--- config.mk ---
export PLATFORM = sky130hd
export DESIGN_NAME = vlan_tag_stage
export DESIGN_NICKNAME = d
export VERILOG_FILES = /design/src/rtl/vlan_edit_pkg.sv /design/src/rtl/vlan_beat_reg.sv /design/src/rtl/vlan_tag_editor.sv /design/src/rtl/vlan_tag_stage.sv
export SDC_FILE = /design/constraint.sdc
export NUM_CORES = 1
export LEC_CHECK = 0
export BUFFER_PORTS_ARGS = -buffer_cell sky130_fd_sc_hd__buf_2
export CORE_MARGIN = 2
export CORE_UTILIZATION = 54
export CTS_CLUSTER_SIZE = 16
export DETAILED_ROUTE_END_ITERATION = 8
export PLACE_DENSITY = 0.76
export SETUP_SLACK_MARGIN = 0.15
export SLEW_MARGIN = 10
export SYNTH_ARGS = -nofsm -noshare
export SYNTH_HDL_FRONTEND = slang
export SYNTH_HIERARCHICAL = 1
export SYNTH_SLANG_ARGS = --single-unit
--- constraint.sdc ---
create_clock -name clk_i -period 3.1 [get_ports clk_i]
set_clock_uncertainty 0.1 [all_clocks]
set_input_delay 0.155 -clock clk_i [delete_from_list [all_inputs] [get_ports clk_i]]
set_output_delay 0.155 -clock clk_i [all_outputs]
set_load 0.005 [all_outputs]
--- src/rtl/vlan_edit_pkg.sv ---
package vlan_edit_pkg;

  typedef enum logic [1:0] {
    OP_KEEP  = 2'b00,
    OP_STRIP = 2'b01,
    OP_ADD   = 2'b10,
    OP_SWAP  = 2'b11
  } tag_op_e;

  localparam logic [15:0] TPID_Q = 16'h8100;
  localparam int unsigned TAG_BYTES = 4;

  typedef struct packed {
    logic [7:0] data;
    logic       last;
    logic       mod;
  } beat_t;

endpackage

--- src/rtl/vlan_beat_reg.sv ---
module vlan_beat_reg
  import vlan_edit_pkg::*;
(
  input  logic  clk_i,
  input  logic  rst_ni,
  input  logic  load_i,
  input  beat_t beat_i,
  input  logic  ready_i,
  output logic  adv_o,
  output logic  valid_o,
  output beat_t beat_o
);

  logic  valid_q;
  beat_t beat_q;

  assign adv_o   = !valid_q || ready_i;
  assign valid_o = valid_q;
  assign beat_o  = beat_q;

  always_ff @(posedge clk_i or negedge rst_ni) begin
    if (!rst_ni) begin
      valid_q <= 1'b0;
      beat_q  <= '0;
    end else if (adv_o) begin
      valid_q <= load_i;
      beat_q  <= beat_i;
    end
  end

  AST_OUT_HOLD: assert property (@(posedge clk_i) disable iff (!rst_ni)
    valid_o && !ready_i |=> valid_o && $stable(beat_o));

endmodule

--- src/rtl/vlan_tag_editor.sv ---
module vlan_tag_editor
  import vlan_edit_pkg::*;
#(
  parameter int unsigned OFFSET = 12
) (
  input  logic        clk_i,
  input  logic        rst_ni,
  input  logic        in_valid_i,
  input  beat_t       in_beat_i,
  output logic        in_ready_o,
  input  logic [1:0]  ctl_i,
  input  logic [15:0] tag_i,
  input  logic        out_ready_i,
  output logic        out_valid_o,
  output beat_t       out_beat_o,
  output logic        err_o
);

  localparam int unsigned POS_W = $clog2(OFFSET + 1);

  typedef enum logic [2:0] {S_HEAD, S_GEN, S_HOLD, S_FLUSH, S_DROP, S_TAIL} st_e;

  st_e              st_q, st_d;
  logic [POS_W-1:0] pos_q, pos_d;
  tag_op_e          op_q, op_d;
  logic [15:0]      tag_q, tag_d;
  logic [15:0]      hold_q, hold_d;
  logic [1:0]       idx_q, idx_d;
  logic [1:0]       rep_q, rep_d;
  logic             mod_q, mod_d;
  logic             err_q, err_d;

  logic  emit, adv, acc, at_off, tpid_ok;
  beat_t emit_b;

  assign acc     = in_valid_i && in_ready_o;
  assign at_off  = (pos_q == POS_W'(OFFSET));
  assign tpid_ok = ({hold_q[15:8], in_beat_i.data} == TPID_Q);
  assign err_o   = err_q;

  always_comb begin
    st_d       = st_q;
    pos_d      = pos_q;
    op_d       = op_q;
    tag_d      = tag_q;
    hold_d     = hold_q;
    idx_d      = idx_q;
    rep_d      = rep_q;
    mod_d      = mod_q;
    err_d      = 1'b0;
    in_ready_o = 1'b0;
    emit       = 1'b0;
    emit_b     = in_beat_i;
    emit_b.mod = in_beat_i.mod | mod_q;

    unique case (st_q)
      S_HEAD: begin
        if (at_off && op_q == OP_ADD) begin
          // first TPID byte goes out while the offset byte waits
          if (in_valid_i && adv) begin
            emit        = 1'b1;
            emit_b.data = TPID_Q[15:8];
            emit_b.last = 1'b0;
            emit_b.mod  = 1'b1;
            idx_d       = 2'd1;
            mod_d       = 1'b1;
            st_d        = S_GEN;
          end
        end else if (at_off && (op_q == OP_STRIP || op_q == OP_SWAP)) begin
          in_ready_o = 1'b1;
          if (in_valid_i) begin
            hold_d[15:8] = in_beat_i.data;
            st_d         = S_HOLD;
          end
        end else begin
          in_ready_o = adv;
          if (acc) begin
            emit = 1'b1;
            if (pos_q == '0) begin
              op_d  = tag_op_e'(ctl_i);
              tag_d = tag_i;
            end
            if (in_beat_i.last) begin
              pos_d = '0;
              mod_d = 1'b0;
            end else if (!at_off) begin
              pos_d = pos_q + 1'b1;
            end
          end
        end
      end

      S_GEN: begin
        if (adv) begin
          emit        = 1'b1;
          emit_b.last = 1'b0;
          emit_b.mod  = 1'b1;
          unique case (idx_q)
            2'd0:    emit_b.data = TPID_Q[15:8];
            2'd1:    emit_b.data = TPID_Q[7:0];
            2'd2:    emit_b.data = tag_q[15:8];
            default: emit_b.data = tag_q[7:0];
          endcase
          idx_d = idx_q + 2'd1;
          if (idx_q == 2'd3) begin
            rep_d = 2'd0;
            st_d  = S_TAIL;
          end
        end
      end

      S_HOLD: begin
        in_ready_o = 1'b1;
        if (in_valid_i) begin
          hold_d[7:0] = in_beat_i.data;
          idx_d       = 2'd0;
          if (tpid_ok) begin
            mod_d = 1'b1;
            if (op_q == OP_STRIP) begin
              st_d = S_DROP;
            end else begin
              rep_d = 2'd2;
              st_d  = S_FLUSH;
            end
          end else begin
            err_d = 1'b1;
            rep_d = 2'd0;
            st_d  = S_FLUSH;
          end
        end
      end

      S_FLUSH: begin
        if (adv) begin
          emit        = 1'b1;
          emit_b.last = 1'b0;
          emit_b.mod  = mod_q;
          emit_b.data = idx_q[0] ? hold_q[7:0] : hold_q[15:8];
          idx_d       = idx_q + 2'd1;
          if (idx_q[0]) st_d = S_TAIL;
        end
      end

      S_DROP: begin
        in_ready_o = 1'b1;
        if (in_valid_i) begin
          idx_d = idx_q + 2'd1;
          if (idx_q[0]) begin
            rep_d = 2'd0;
            st_d  = S_TAIL;
          end
        end
      end

      default: begin // S_TAIL
        in_ready_o = adv;
        if (acc) begin
          emit = 1'b1;
          if (rep_q != 2'd0) begin
            emit_b.data = rep_q[1] ? tag_q[15:8] : tag_q[7:0];
            rep_d       = rep_q - 2'd1;
          end
          if (in_beat_i.last) begin
            pos_d = '0;
            mod_d = 1'b0;
            st_d  = S_HEAD;
          end
        end
      end
    endcase
  end

  always_ff @(posedge clk_i or negedge rst_ni) begin
    if (!rst_ni) begin
      st_q   <= S_HEAD;
      pos_q  <= '0;
      op_q   <= OP_KEEP;
      tag_q  <= '0;
      hold_q <= '0;
      idx_q  <= '0;
      rep_q  <= '0;
      mod_q  <= 1'b0;
      err_q  <= 1'b0;
    end else begin
      st_q   <= st_d;
      pos_q  <= pos_d;
      op_q   <= op_d;
      tag_q  <= tag_d;
      hold_q <= hold_d;
      idx_q  <= idx_d;
      rep_q  <= rep_d;
      mod_q  <= mod_d;
      err_q  <= err_d;
    end
  end

  vlan_beat_reg u_out (
    .clk_i   (clk_i),
    .rst_ni  (rst_ni),
    .load_i  (emit),
    .beat_i  (emit_b),
    .ready_i (out_ready_i),
    .adv_o   (adv),
    .valid_o (out_valid_o),
    .beat_o  (out_beat_o)
  );

  AST_ERR_PULSE: assert property (@(posedge clk_i) disable iff (!rst_ni)
    err_q |=> !err_q);
  AST_ERR_UNMOD: assert property (@(posedge clk_i) disable iff (!rst_ni)
    err_q |-> !mod_q);
  AST_ADD_MARKS: assert property (@(posedge clk_i) disable iff (!rst_ni)
    (st_q == S_GEN) && adv |=> out_valid_o && out_beat_o.mod);
  AST_GAP_NOT_LAST: assert property (@(posedge clk_i) disable iff (!rst_ni)
    (st_q == S_GEN || st_q == S_FLUSH) && adv |=> out_valid_o && !out_beat_o.last);

endmodule

--- src/rtl/vlan_tag_stage.sv ---
module vlan_tag_stage
  import vlan_edit_pkg::*;
#(
  parameter int unsigned TAG_OFFSET = 12
) (
  input  logic        clk_i,
  input  logic        rst_ni,
  input  logic        in_valid_i,
  input  logic [7:0]  in_data_i,
  input  logic        in_last_i,
  output logic        in_ready_o,
  input  logic [1:0]  outer_ctl_i,
  input  logic [15:0] outer_tag_i,
  input  logic [1:0]  inner_ctl_i,
  input  logic [15:0] inner_tag_i,
  output logic        out_valid_o,
  output logic [7:0]  out_data_o,
  output logic        out_last_o,
  output logic        out_fcs_redo_o,
  output logic [1:0]  tag_err_o
);

  localparam int unsigned LEVELS = 2;

  logic [LEVELS:0] lvl_v, lvl_r;
  beat_t           lvl_b [LEVELS+1];

  // inner code rides with the frame until the inner level sees its first byte
  logic        first_q;
  logic [1:0]  ictl_q;
  logic [15:0] itag_q;

  always_ff @(posedge clk_i or negedge rst_ni) begin
    if (!rst_ni) begin
      first_q <= 1'b1;
      ictl_q  <= '0;
      itag_q  <= '0;
    end else if (in_valid_i && in_ready_o) begin
      first_q <= in_last_i;
      if (first_q) begin
        ictl_q <= inner_ctl_i;
        itag_q <= inner_tag_i;
      end
    end
  end

  assign lvl_v[0]      = in_valid_i;
  assign lvl_b[0]      = '{data: in_data_i, last: in_last_i, mod: 1'b0};
  assign in_ready_o    = lvl_r[0];
  assign lvl_r[LEVELS] = 1'b1;

  for (genvar g = 0; g < LEVELS; g++) begin : g_lvl
    logic [1:0]  ctl;
    logic [15:0] tag;
    if (g == 0) begin : g_outer
      assign ctl = outer_ctl_i;
      assign tag = outer_tag_i;
    end else begin : g_inner
      assign ctl = ictl_q;
      assign tag = itag_q;
    end
    vlan_tag_editor #(.OFFSET(TAG_OFFSET + TAG_BYTES * g)) u_ed (
      .clk_i       (clk_i),
      .rst_ni      (rst_ni),
      .in_valid_i  (lvl_v[g]),
      .in_beat_i   (lvl_b[g]),
      .in_ready_o  (lvl_r[g]),
      .ctl_i       (ctl),
      .tag_i       (tag),
      .out_ready_i (lvl_r[g+1]),
      .out_valid_o (lvl_v[g+1]),
      .out_beat_o  (lvl_b[g+1]),
      .err_o       (tag_err_o[g])
    );
  end

  assign out_valid_o    = lvl_v[LEVELS];
  assign out_data_o     = lvl_b[LEVELS].data;
  assign out_last_o     = lvl_b[LEVELS].last;
  assign out_fcs_redo_o = lvl_v[LEVELS] & lvl_b[LEVELS].last & lvl_b[LEVELS].mod;

  AST_ERR_SPLIT: assert property (@(posedge clk_i) disable iff (!rst_ni)
    tag_err_o[0] |-> !tag_err_o[1]);

endmodule

## Yosys cells after proc, flatten, opt, wreduce, memory -nomap -nowiden

Cells that the tools add are included.

| cells by class | value |
|---|---|
| shift-type cells | 0 |
| reduce and logical (&&, ||, !) cells | 62 |
| order comparisons | 0 |
| bitwise operators | 13 |
| muxes and demuxes | 129 |
| div/mod/pow operators | 0 |
| add/subtract/negate cells | 6 |
| eq/ne operators | 57 |
| multipliers | 0 |

Operators with widths:

| cell | number |
|---|---|
| 3-bit two-way mux | 26 |
| 8-bit two-way mux | 8 |
| 8-bit case mux with 4 select lines | 2 |
| 2-bit two-way mux | 26 |
| 8-bit case mux with 3 select lines | 2 |
| 10-bit two-way mux | 4 |
| 5-bit two-way mux | 7 |
| 16-bit equality test, second input constant | 2 |
| 2-bit case mux with 4 select lines | 4 |
| 1-bit two-way mux | 31 |
| 3-bit case mux with 5 select lines | 2 |
| 4-bit two-way mux | 7 |
| 5-bit AND reduction | 5 |
| 2-bit by 1-bit inequality test with 1-bit output, second input constant | 12 |
| 4-bit nonzero test | 6 |
| 6-bit nonzero test | 4 |
| 3-bit inequality test, second input constant | 7 |
| 2-bit inequality test, second input constant | 9 |
| 2-bit equality test, second input constant | 8 |
| 8-bit AND reduction | 2 |
| 2-bit nonzero test | 8 |
| 1-bit case mux with 3 select lines | 5 |
| 7-bit AND reduction | 2 |
| 3-bit by 2-bit equality test with 1-bit output, second input constant | 4 |
| other kinds (33) | 74 |

| word-level totals | value |
|---|---|
| memory bits (read-only) | 0 |
| memories | 0 |
| register bits after elaboration | 136 |
| bits in latches | 0 |
| output and inout bits | 14 |
| memory bits (writable) | 0 |

## Longest topological paths before layout

Gate-level depths: netlist of run 1.

| depth | value |
|---|---|
| word-level depth | 13 |
| depth in mapped cells | 17 |
| gate-level depth less buffers | 14 |

## By module

Netlist of run 1, hierarchy kept.

Modules (own cells, without submodules):

| module | area each (µm²) | instances | seq. area each (µm²) | cells an instance |
|---|---|---|---|---|
| vlan_tag_editor (g_lvl[0].u_ed) | 3248.1 | 1 | 1176.1 | 317 |
| vlan_tag_editor (g_lvl[1].u_ed) | 3054.2 | 1 | 1201.2 | 305 |
| vlan_beat_reg | 449.2 | 2 | 275.3 | 24 |
| vlan_tag_stage | 774.5 | 1 | 476.7 | 44 |

## Worst setup path before layout of run 1

No wires, ideal clock.

| timing path | value |
|---|---|
| kind | register to register |
| start point | register g_lvl[1].u_ed.pos_q[0] |
| end point | register itag_q[10], in the netlist g_lvl[1].tag[10] |
| required time | 2.875 ns |
| slack | -0.132 ns |
| setup time | 0.125 ns |
| cell stages (with the launch flop) | 15 |
| period minus slack after synthesis | 3.232 ns |
| data arrival time | 3.007 ns |
| cell sequence | dfrtp_1 -> inv_1 -> ha_1 -> and4bb_2 -> buf_2 -> a21o_1 -> a21oi_1 -> nand2b_4 -> buf_6 -> nand2_1 -> a22o_2 -> a21oi_1 -> nand3_4 -> buf_6 -> mux2_4 |

| on the way | value |
|---|---|
| cells in the longest elaborated chain, start to end | 10 |

Ends and longest elaborated chain:

| element | RTL line | source |
|---|---|---|
| start, declared | vlan_tag_editor.sv:24 | `logic [POS_W-1:0] pos_q, pos_d;` |
| start signal, assigned | vlan_tag_editor.sv:186 | `pos_q <= pos_d;` |
| 5-bit equality test (*) | vlan_tag_editor.sv:37 | `assign at_off = (pos_q == POS_W'(OFFSET));` |
| 1-bit logical AND (*) | vlan_tag_editor.sv:58 | `if (at_off && op_q == OP_ADD) begin` |
| 1-bit two-way mux (*) | vlan_tag_editor.sv:58 |  |
| 1-bit case mux with 2 select lines (*) | vlan_tag_editor.sv:56 | `unique case (st_q)` |
| net lvl_r[1] | vlan_tag_stage.sv:25 | `logic [LEVELS:0] lvl_v, lvl_r;` |
| 1-bit logical OR (*) | vlan_beat_reg.sv:17 | `assign adv_o = !valid_q \|\| ready_i;` |
| net g_lvl[0].u_ed.adv | vlan_tag_editor.sv:33 | `logic emit, adv, acc, at_off, tpid_ok;` |
| 1-bit two-way mux | vlan_tag_editor.sv:69 | `end else if (at_off && (op_q == OP_STRIP \|\| op_q == OP_SWAP)) begin` |
| 1-bit two-way mux | vlan_tag_editor.sv:58 |  |
| 1-bit case mux with 3 select lines (*) | vlan_tag_editor.sv:56 |  |
| net in_ready_o | vlan_tag_stage.sv:11 | `output logic in_ready_o,` |
| 1-bit logical AND (*) | vlan_tag_stage.sv:38 | `end else if (in_valid_i && in_ready_o) begin` |
| 2-bit AND reduction (no source line) (*) | - |  |
| end signal, assigned | vlan_tag_stage.sv:42 | `itag_q <= inner_tag_i;` |
| end, declared | vlan_tag_stage.sv:31 | `logic [15:0] itag_q;` |

The timed path passes the listed nets; every way through them passes the cells marked *.
A chain may end at the register's enable or synchronous reset.

## Worst setup path after layout of run 1

| timing path | value |
|---|---|
| start point | register g_lvl[1].u_ed.pos_q[0] |
| end point | register g_lvl[0].u_ed.tag_q[1] |

| on the way | value |
|---|---|
| cells in the longest elaborated chain, start to end | 10 |

Ends and longest elaborated chain:

| element | RTL line | source |
|---|---|---|
| 5-bit equality test (*) | vlan_tag_editor.sv:37 |  |
| 1-bit logical AND (*) | vlan_tag_editor.sv:58 |  |
| 1-bit two-way mux (*) | vlan_tag_editor.sv:58 |  |
| 1-bit case mux with 2 select lines (*) | vlan_tag_editor.sv:56 |  |
| net lvl_r[1] | vlan_tag_stage.sv:25 |  |
| 1-bit logical OR (*) | vlan_beat_reg.sv:17 |  |
| net g_lvl[0].u_ed.adv | vlan_tag_editor.sv:33 |  |
| 1-bit two-way mux | vlan_tag_editor.sv:69 |  |
| 1-bit two-way mux | vlan_tag_editor.sv:58 |  |
| 1-bit case mux with 3 select lines (*) | vlan_tag_editor.sv:56 |  |
| 1-bit logical AND (*) | vlan_tag_editor.sv:36 | `assign acc = in_valid_i && in_ready_o;` |
| 5-bit AND reduction (no source line) (*) | - |  |
| end signal, assigned | vlan_tag_editor.sv:188 | `tag_q <= tag_d;` |
| end, declared | vlan_tag_editor.sv:26 | `logic [15:0] tag_q, tag_d;` |

Marks and branches as above.

==> results of run 1 <==
[worst max-delay path, delay by kind of cell (launching register included)]
kind                     cells  cell delay [ns]
AND/OR/NAND/NOR              5             0.73
buffers and inverters        2             0.25
flip-flops                   1             0.38
multiplexers                 1             0.35
adder cells (fa/ha/maj)      1             0.21
AO/OA/AOI/OAI                3             0.64
[how the worst max path moves through the flow]
| stage | start | endpoint | slack [ns] | cells past startpoint |
|---|---|---|---|---|
| after global placement | g_lvl[1].u_ed/pos_q[0] | g_lvl[0].u_ed/u_out/beat_o[3] | 0.33 | 12 |
| after floorplan | g_lvl[1].u_ed/pos_q[0] | g_lvl[1].tag[10] | 0.16 | 14 |
| after global routing | g_lvl[1].u_ed/pos_q[0] | g_lvl[0].u_ed/u_out/beat_o[8] | 0.07 | 13 |
| after CTS | g_lvl[1].u_ed/pos_q[0] | g_lvl[0].u_ed/u_out/beat_o[3] | 0.20 | 12 |
| final | g_lvl[1].u_ed/pos_q[0] | g_lvl[0].u_ed/tag_q[1] | 0.30 | 12 |
| after detailed placement | g_lvl[1].u_ed/pos_q[0] | g_lvl[0].u_ed/u_out/beat_o[6] | 0.23 | 12 |
[placed cells by master, fill, tap and decap left out, types with 5 or more instances in the layout]
master,instances
inv_6,8
nand2b_1,18
a31oi_1,5
buf_2,60
and3_1,5
nor3_1,7
a221oi_1,6
nand3_1,14
a21oi_1,42
nand2_1,31
buf_4,24
nor2_1,31
nand4_1,9
ha_1,12
a22oi_1,11
mux2i_1,35
nor2b_1,10
dlygate4sd3_1,45
a211o_1,5
o21ai_0,34
nor4_1,6
inv_1,21
dfrtp_1,135
a221o_1,6
and2_1,9
mux2_4,37
a21o_1,5
mux2_1,10
mux2_2,64
clkbuf_16,17
a211oi_1,7
nand2_2,5
[cell families after synthesis]
group,Yosys count,share of synthesized area
other cells,2,0.000942
buf+inv,60,0.0403
fa+ha+maj,12,0.0188
simple gates,181,0.138
mux,146,0.218
flops,136,0.427
compound gates,177,0.157
[layout make-up]
class / instances / share of cell area
multi-input combinational: 518 / 0.452
sequential: 136 / 0.355
timing repair buffer: 133 / 0.104
clock buffer: 18 / 0.0458
tap: 184 / 0.0240
clock inverter: 14 / 0.0115
inverter: 21 / 0.00822
[power by group through the flow]
stage	Clock (mW)	Combinational [mW]	Sequential, mW
floorplan	0	3.81	2.98
global placement	0	4.44	3.28
detailed placement	0	4.59	3.34
CTS	1.90	4.68	3.31
global route	1.99	5.33	3.45
finish	1.87	4.88	3.34
[what timing repair did]
| action | in CTS | in global routing |
|---|---|---|
| endpoints found under the setup margin | 0 | 50 |
| hold buffers | 45 | 0 |
| hold endpoints to repair | 124 | 0 |
| resized for setup | 0 | 13 |
| setup buffers | 0 | 4 |
[routing by layer]
layer	track usage	routed length [um]	part of all wire
met1	0.349	8880	0.43
met2	0.438	10200	0.50
met3	0.0509	950	0.046
met4	0.104	435	0.021
met5	0	0	0
[registers in the layout (all words and copies together), names as in the netlist]
name,count
g_lvl.u_ed/tag_q,32
g_lvl.u_ed/rep_q,4
g_lvl.u_ed/mod_q,2
g_lvl.u_ed/u_out/beat_o,20
g_lvl.u_ed/pos_q,9
g_lvl.u_ed/err_o,2
g_lvl.tag,16
g_lvl.u_ed/idx_q,4
g_lvl.ctl,2
g_lvl.u_ed/u_out/valid_o,2
g_lvl.u_ed/st_q,6
g_lvl.u_ed/hold_q,32
first_q,1
g_lvl.u_ed/op_q,4
==> results by group, run 1 <==
Run status
  – Status: finished, final reports clean

Detailed routing
  – DR pass1 iterations: 5
  – DR vias: approximately 6400
  – Drt via density: 6.26
  – Total wire length: 20400 um
  – Post-route ant nets: 0
  – First DRT Iteration DRCs: 679
  – # DRC: 0
  – Routed WL per cell: 20.0 um

Power and ir drop
  – Cell-internal power: ~6.0 mW
  – Total power: 10.1 mW
  – Worst ir drop on vdd: roughly 0.00053 V
  – Combinational power share: 0.483
  – Switching power total: 4.06 mW
  – Power share of the clock group: 0.185
  – Switching Share: 0.402
  – Seq pwr share: 0.331
  – Static leakage: 4.38 nW
  – Power Dens Cells: around 1100 nW/um^2

STA
  – F_max: 0.357 GHz
  – Relative slew slack: 0.444
  – Min cycle time layout: 2.80 ns
  – Setup violators final: 0
  – Count of pins over their slew limit: 0
  – RSZ-0062 raised after global routing: yes
  – Worst Hold Slack: 0.0305 ns
  – Final Worst Setup Slack: 0.300 ns
  – Final Hold Viols: 0
  – Least-Margin Pin Slew: 0.827 ns
  – Setup TNS: 0 ns
  – Tcrit/Tclk final: 0.903

Critical path
  – Cell-by-cell trace of the critical path: inv_1, ha_1, and4bb_2, a21o_1, a21oi_1, nand2b_4, nand2_2, a22oi_2, nand2_2, nor2_8, buf_12, mux2_2
  – Worst path slowest cell: dfrtp_1
  – RR Endpoint: g_lvl[0].u_ed/tag_q[1]
  – CP peak stage delay: 0.38 ns
  – Crit Path Category: reg -> reg
  – CP Max Fanout: 18
  – Setup slack, reg-to-reg: 0.30 ns
  – Most Frequent Cell on Critical Path: nand2_2
  – CP Launch Type: register
  – Reg2reg start: g_lvl[1].u_ed/pos_q[0]
  – Crit path DAT: 3.00 ns
  – R2R depth: 12
  – CP Data Required Time: 3.30 ns
  – Critical Path End Type: register

Final layout
  – Area of the multi-input gates: roughly 4300 um^2
  – Antenna fix cells: 0
  – Final nets: 887
  – P&R area growth vs syn: 20.3%
  – Layout cells sized above 1: 0.313
  – Fillcell total: 1076
  – Register Area: between 3000 and 4000 um^2
  – Finished Cell Area: roughly 9600 um^2
  – Fin util: 0.662
  – Non-Filler Instances: around 1000

Logic synthesis
  – Async set-reset flop share out of synthesis: 1.00
  – Avg Cell Area, Syn: 11.2 um^2
  – Share of the synthesized area in the top cell type: 0.424
  – Cell variety after synth: 89
  – Post-synth EDFFs: 0
  – Post-Syn Nets: 774
  – Flip-flop and latch count after synthesis: roughly 140
  – Most frequent cell after synthesis: dfrtp_1
  – Most frequent cells after synthesis: dfrtp_1 (135), mux2_2 (64), a21oi_1 (44), mux2_4 (37)
  – Syn. warnings: 6
  – Synth area leader: dfrtp_1
  – Mapped Area: 7980 um^2
  – Seq/Total Area, Yosys: 0.427
  – Synth top area cells: dfrtp_1 (42%), mux2_2 (9.0%), mux2_4 (7.0%), mux2i_1 (4.4%), a21oi_1 (2.8%)
  – Syn Inst Count: approximately 710
  – Synth Flop Type: dfrtp_1

GRT
  – Overall routing resource usage: 0.266
  – First-pass GRT wire length: 33800 um
  – Pin count of the biggest net entering global routing: 77
  – Overflow after GRT: 0
  – Vias in the first global route: 6739
  – Antenna violations before repair: 0

Min path
  – Worst Hold Path EP: first_q
  – Hold Path Origin: in_last_i
  – Worst Hold Path Cells: 2
  – Worst min-delay path class: in -> reg

Floorplan
  – Core Area: between 10000 and 15000 um^2
  – Cell row count: 44
  – Ports: 62
  – Overall die area: between 15000 and 20000 um^2
  – Starting Density: 0.551
  – Die Y: 126 um
  – Die width: 126 um

Clock network
  – Root Buffer: clkbuf_16
  – Num CTS Buffers: 17
  – Clk buf depth: 2
  – CTS tree: done
  – Clock Latency Late Sink: 0.42 ns
  – Clk sink count: 136
  – CTS clk-pin slew, worst paths: about 0.06 ns
  – H-tree levels: 4

Placement
  – Placement Setup Slack: approximately 0.23 ns
  – HPWL Detailed: around 14000 um
  – Placed cell count: 943
  – Post-DP Area: 8470 um^2
  – IO Port Bufs: 61
  – GPL Wtd Cong: 0.930

Job
  – # Max-Cap Violations: 0
(Power assumes the default switching activity.)
==> run 2, diff against run 1 <==
ABC_AREA = 1   (was not set)
==> results by group, run 2 <==
Detailed routing
  – Total wire length: 23600 um (+16%)
  – Routed WL per cell: 16.1 um (-19%)
  – First DRT Iteration DRCs: 821 (+21%)
  – DR vias: 8165 (+27%)
  – Post-route ant nets: 0 (unchanged)
  – DR pass1 iterations: 6 (+1)
  – Drt via density: 5.58 (-11%)
  – # DRC: 0 (unchanged)

STA
  – Least-Margin Pin Slew: 0.821 ns (-0.00638 ns)
  – Count of pins over their slew limit: 0 (unchanged)
  – F_max: 0.352 GHz (-1.5%)
  – Setup TNS: 0 ns (unchanged)
  – RSZ-0062 raised after global routing: yes
  – Min cycle time layout: 2.84 ns (+0.0438 ns)
  – Setup violators final: 0 (unchanged)
  – Final Hold Viols: 0 (unchanged)
  – Relative slew slack: 0.451 (+0.00731)
  – Tcrit/Tclk final: 0.918 (+0.0141)

Clock network
  – CTS clk-pin slew, worst paths: 0.07 ns (about the same)
  – Clk buf depth: 2 (unchanged)
  – Root Buffer: clkbuf_16
  – Clk sink count: 136 (unchanged)
  – Num CTS Buffers: 17 (unchanged)
  – CTS tree: done
  – H-tree levels: 4 (unchanged)
  – Clock Latency Late Sink: 0.43 ns (about the same)

Logic synthesis
  – Synth top area cells: dfrtp_1 (40%), nand2_1 (18%), o21ai_0 (7.4%), inv_1 (5.3%), a21oi_1 (3.4%)
  – Syn. warnings: 6 (unchanged)
  – Share of the synthesized area in the top cell type: 0.405 (-0.0186)
  – Syn Inst Count: 1167 (+63%)
  – Post-synth EDFFs: 0 (unchanged)
  – Most frequent cells after synthesis: nand2_1 (410), dfrtp_1 (135), o21ai_0 (124), inv_1 (118), nor2_1 (63)
  – Synth Flop Type: dfrtp_1
  – Synth area leader: dfrtp_1
  – Flip-flop and latch count after synthesis: 136 (unchanged)
  – Seq/Total Area, Yosys: 0.408 (-0.0188)
  – Avg Cell Area, Syn: 7.15 um^2 (-36%)
  – Mapped Area: 8340 um^2 (+4.6%)
  – Async set-reset flop share out of synthesis: 1.00 (unchanged)
  – Cell variety after synth: 49 (-45%)
  – Most frequent cell after synthesis: nand2_1

Min path
  – Hold Path Origin: in_data_i[6]
  – Worst min-delay path class: in -> reg

Critical path
  – Crit Path Category: reg -> reg
  – CP Launch Type: register
  – CP Data Required Time: 3.31 ns (about the same)
  – Critical Path End Type: register
  – Worst path bufs/invs: 4 (+2)
  – Crit path DAT: 3.06 ns (+0.06 ns)
  – Most Frequent Cell on Critical Path: nand2_1
  – Worst path slowest cell: dfrtp_1
  – CP startpoint: g_lvl[1].u_ed/pos_q[0]
  – Cell-by-cell trace of the critical path: inv_1, ha_1, nand2_1, nor2_2, nand3_2, nand3_2, a21boi_2, inv_2, nand2_2, clkinv_1, nand2_1, nand2_1, nand2_2, nand3_4, or2_2, buf_12, nand2_1, o21ai_2
  – CP Max Fanout: 36 (+18)
  – Top Family by Delay on Critical Path: simple AND/OR/NAND/NOR gates
  – Reg2reg start: g_lvl[1].u_ed/pos_q[0]
  – CP peak stage delay: 0.37 ns (about the same)

Power and ir drop
  – Total power: 10.4 mW (+3.1%)
  – Static leakage: 4.91 nW (+12%)
  – Worst ir drop on vdd: 0.000647 V (+21%)
  – Power Dens Cells: 1070 nW/um^2 (+1.4%)

Run status
  – Status: finished, final reports clean

Final layout
  – Fin util: 0.643 (-0.0189)
  – Most common cell after layout, fill and taps aside: nand2_1
  – Layout cells sized above 1: 0.139 (-0.174)
  – Final nets: 1323 (+49%)
  – P&R area growth vs syn: 16.8%
  – Antenna fix cells: 0 (unchanged)
  – Most frequent cells in the layout: nand2_1 (408), dfrtp_1 (135), o21ai_0 (123)

Job
  – # Max-Cap Violations: 0 (unchanged)

Floorplan
  – Ports: 62 (unchanged)
  – Die width: 128 um (+2.2%)
  – Cell row count: 45 (+2.3%)
  – Starting Density: 0.551 (about the same)
  – Overall die area: 16500 um^2 (+4.5%)
  – Core Area: 15100 um^2 (+4.6%)
  – Die Y: 128 um (+2.2%)

GRT
  – Overflow after GRT: 0 (unchanged)
  – Antenna violations before repair: 0 (unchanged)
  – Vias in the first global route: 7357 (+9.2%)
  – Overall routing resource usage: 0.294 (+0.0273)
  – First-pass GRT wire length: 37900 um (+12%)
  – Pin count of the biggest net entering global routing: 53 (-31%)

Placement
  – GPL Wtd Cong: 0.978 (+5.2%)
  – HPWL Detailed: 15900 um (+14%)
  – IO Port Bufs: 61 (unchanged)
==> run 2: changes by cell type in the layout (fill, tap and decap cells not counted), moves of 18 or more <==
| cell | before | now |
|---|---|---|
| inv_1 | 21 | 118 |
| mux2_2 | 64 | 0 |
| mux2_4 | 37 | 0 |
| mux2i_1 | 35 | 8 |
| nand2_1 | 31 | 408 |
| nand2b_1 | 18 | 0 |
| nand3_1 | 14 | 50 |
| nand4_1 | 9 | 32 |
| nor2_1 | 31 | 62 |
| o21ai_0 | 34 | 123 |
| o21ai_2 | 0 | 18 |
==> run 2: cell families after synthesis <==
kind of cell             synth area share
XOR/XNOR                          0.00105
AO/OA/AOI/OAI                       0.156
AND/OR/NAND/NOR                     0.315
flip-flops                          0.408
other                            0.000900
multiplexers                      0.00960
adder cells (fa/ha/maj)            0.0180
buffers and inverters              0.0915
==> run 2: power by group <==
| group | total [mW] | internal (mW) | switching [mW] |
|---|---|---|---|
| Sequential | 3.27 | 2.51 | 0.757 |
| Combinational | 5.21 | 1.86 | 3.35 |
| Clock | 1.93 | 1.07 | 0.860 |
==> run 2: final timing paths <==
| path | slack (ns) | cells past startpoint | to |
|---|---|---|---|
| max in group asynchronous | 1.97 | 3 | g_lvl[0].u_ed/tag_q[6] |
| worst min register to register | 0.38 | 2 | g_lvl[1].u_ed/tag_q[4] |
| worst min-delay path | 0.02 | 3 | g_lvl[0].u_ed/hold_q[6] |
| worst max register to register | 0.26 | 18 | g_lvl[0].u_ed/tag_q[1] |
| worst max-delay path | 0.26 | 18 | g_lvl[0].u_ed/tag_q[1] |
| min in group asynchronous | 0.13 | 2 | g_lvl[0].u_ed/hold_q[7] |
==> run 2: through the flow <==
| stage | setup WS [ns] | hold slack [ns] | instances | instance area, um^2 |
|---|---|---|---|---|
| floorplan | 0.217 | -0.241 | 1168 | 8350 |
| global placement | 0.257 | 0.0214 | 1385 | 8690 |
| finish | 0.256 | 0.0239 | 1464 | 9750 |
| global route | 0.0911 | 0.0234 | 1464 | 9750 |
| detailed placement | 0.177 | 0.0247 | 1385 | 8690 |
| CTS | 0.169 | 0.00674 | 1456 | 9650 |
==> run 2: timing repair <==
action,CTS,global route
endpoints found under the setup margin,1,52
hold endpoints to repair,86,0
pin swaps,0,1
gates resized for setup,5,9
hold buffers,38,0
gates cloned,1,0
buffers inserted,0,8
==> run 2: final cells by class <==
type / count / area, um^2
Fill cell: 1318 / 5400
Clock inverter: 13 / 113
Inverter: 125 / 470
Clock buffer: 19 / 443
Timing Repair Buffer: 120 / 880
Sequential cell: 136 / 3400
Tap cell: 188 / 235
Multi-Input combinational cell: 863 / 4200
==> run 2: metal layers <==
layer / GRT usage / up-vias / routed length [um]
met3: 0.0630 / 43 / 1970
li1: - / 3987 / -
met2: 0.438 / 365 / 10700
met1: 0.426 / 3770 / 10500
met4: 0.0976 / 0 / 483
met5: 0 / - / 0
==> run 2: worst register-to-register path: stages, from the launching register on <==
cell	delay, ns
dfrtp_1	0.37
inv_1	0.07
ha_1	0.21
nand2_1	0.08
nor2_2	0.06
nand3_2	0.12
nand3_2	0.12
a21boi_2	0.16
inv_2	0.09
nand2_2	0.07
clkinv_1	0.13
nand2_1	0.10
nand2_1	0.13
nand2_2	0.13
nand3_4	0.07
or2_2	0.33
buf_12	0.20
nand2_1	0.11
o21ai_2	0.07
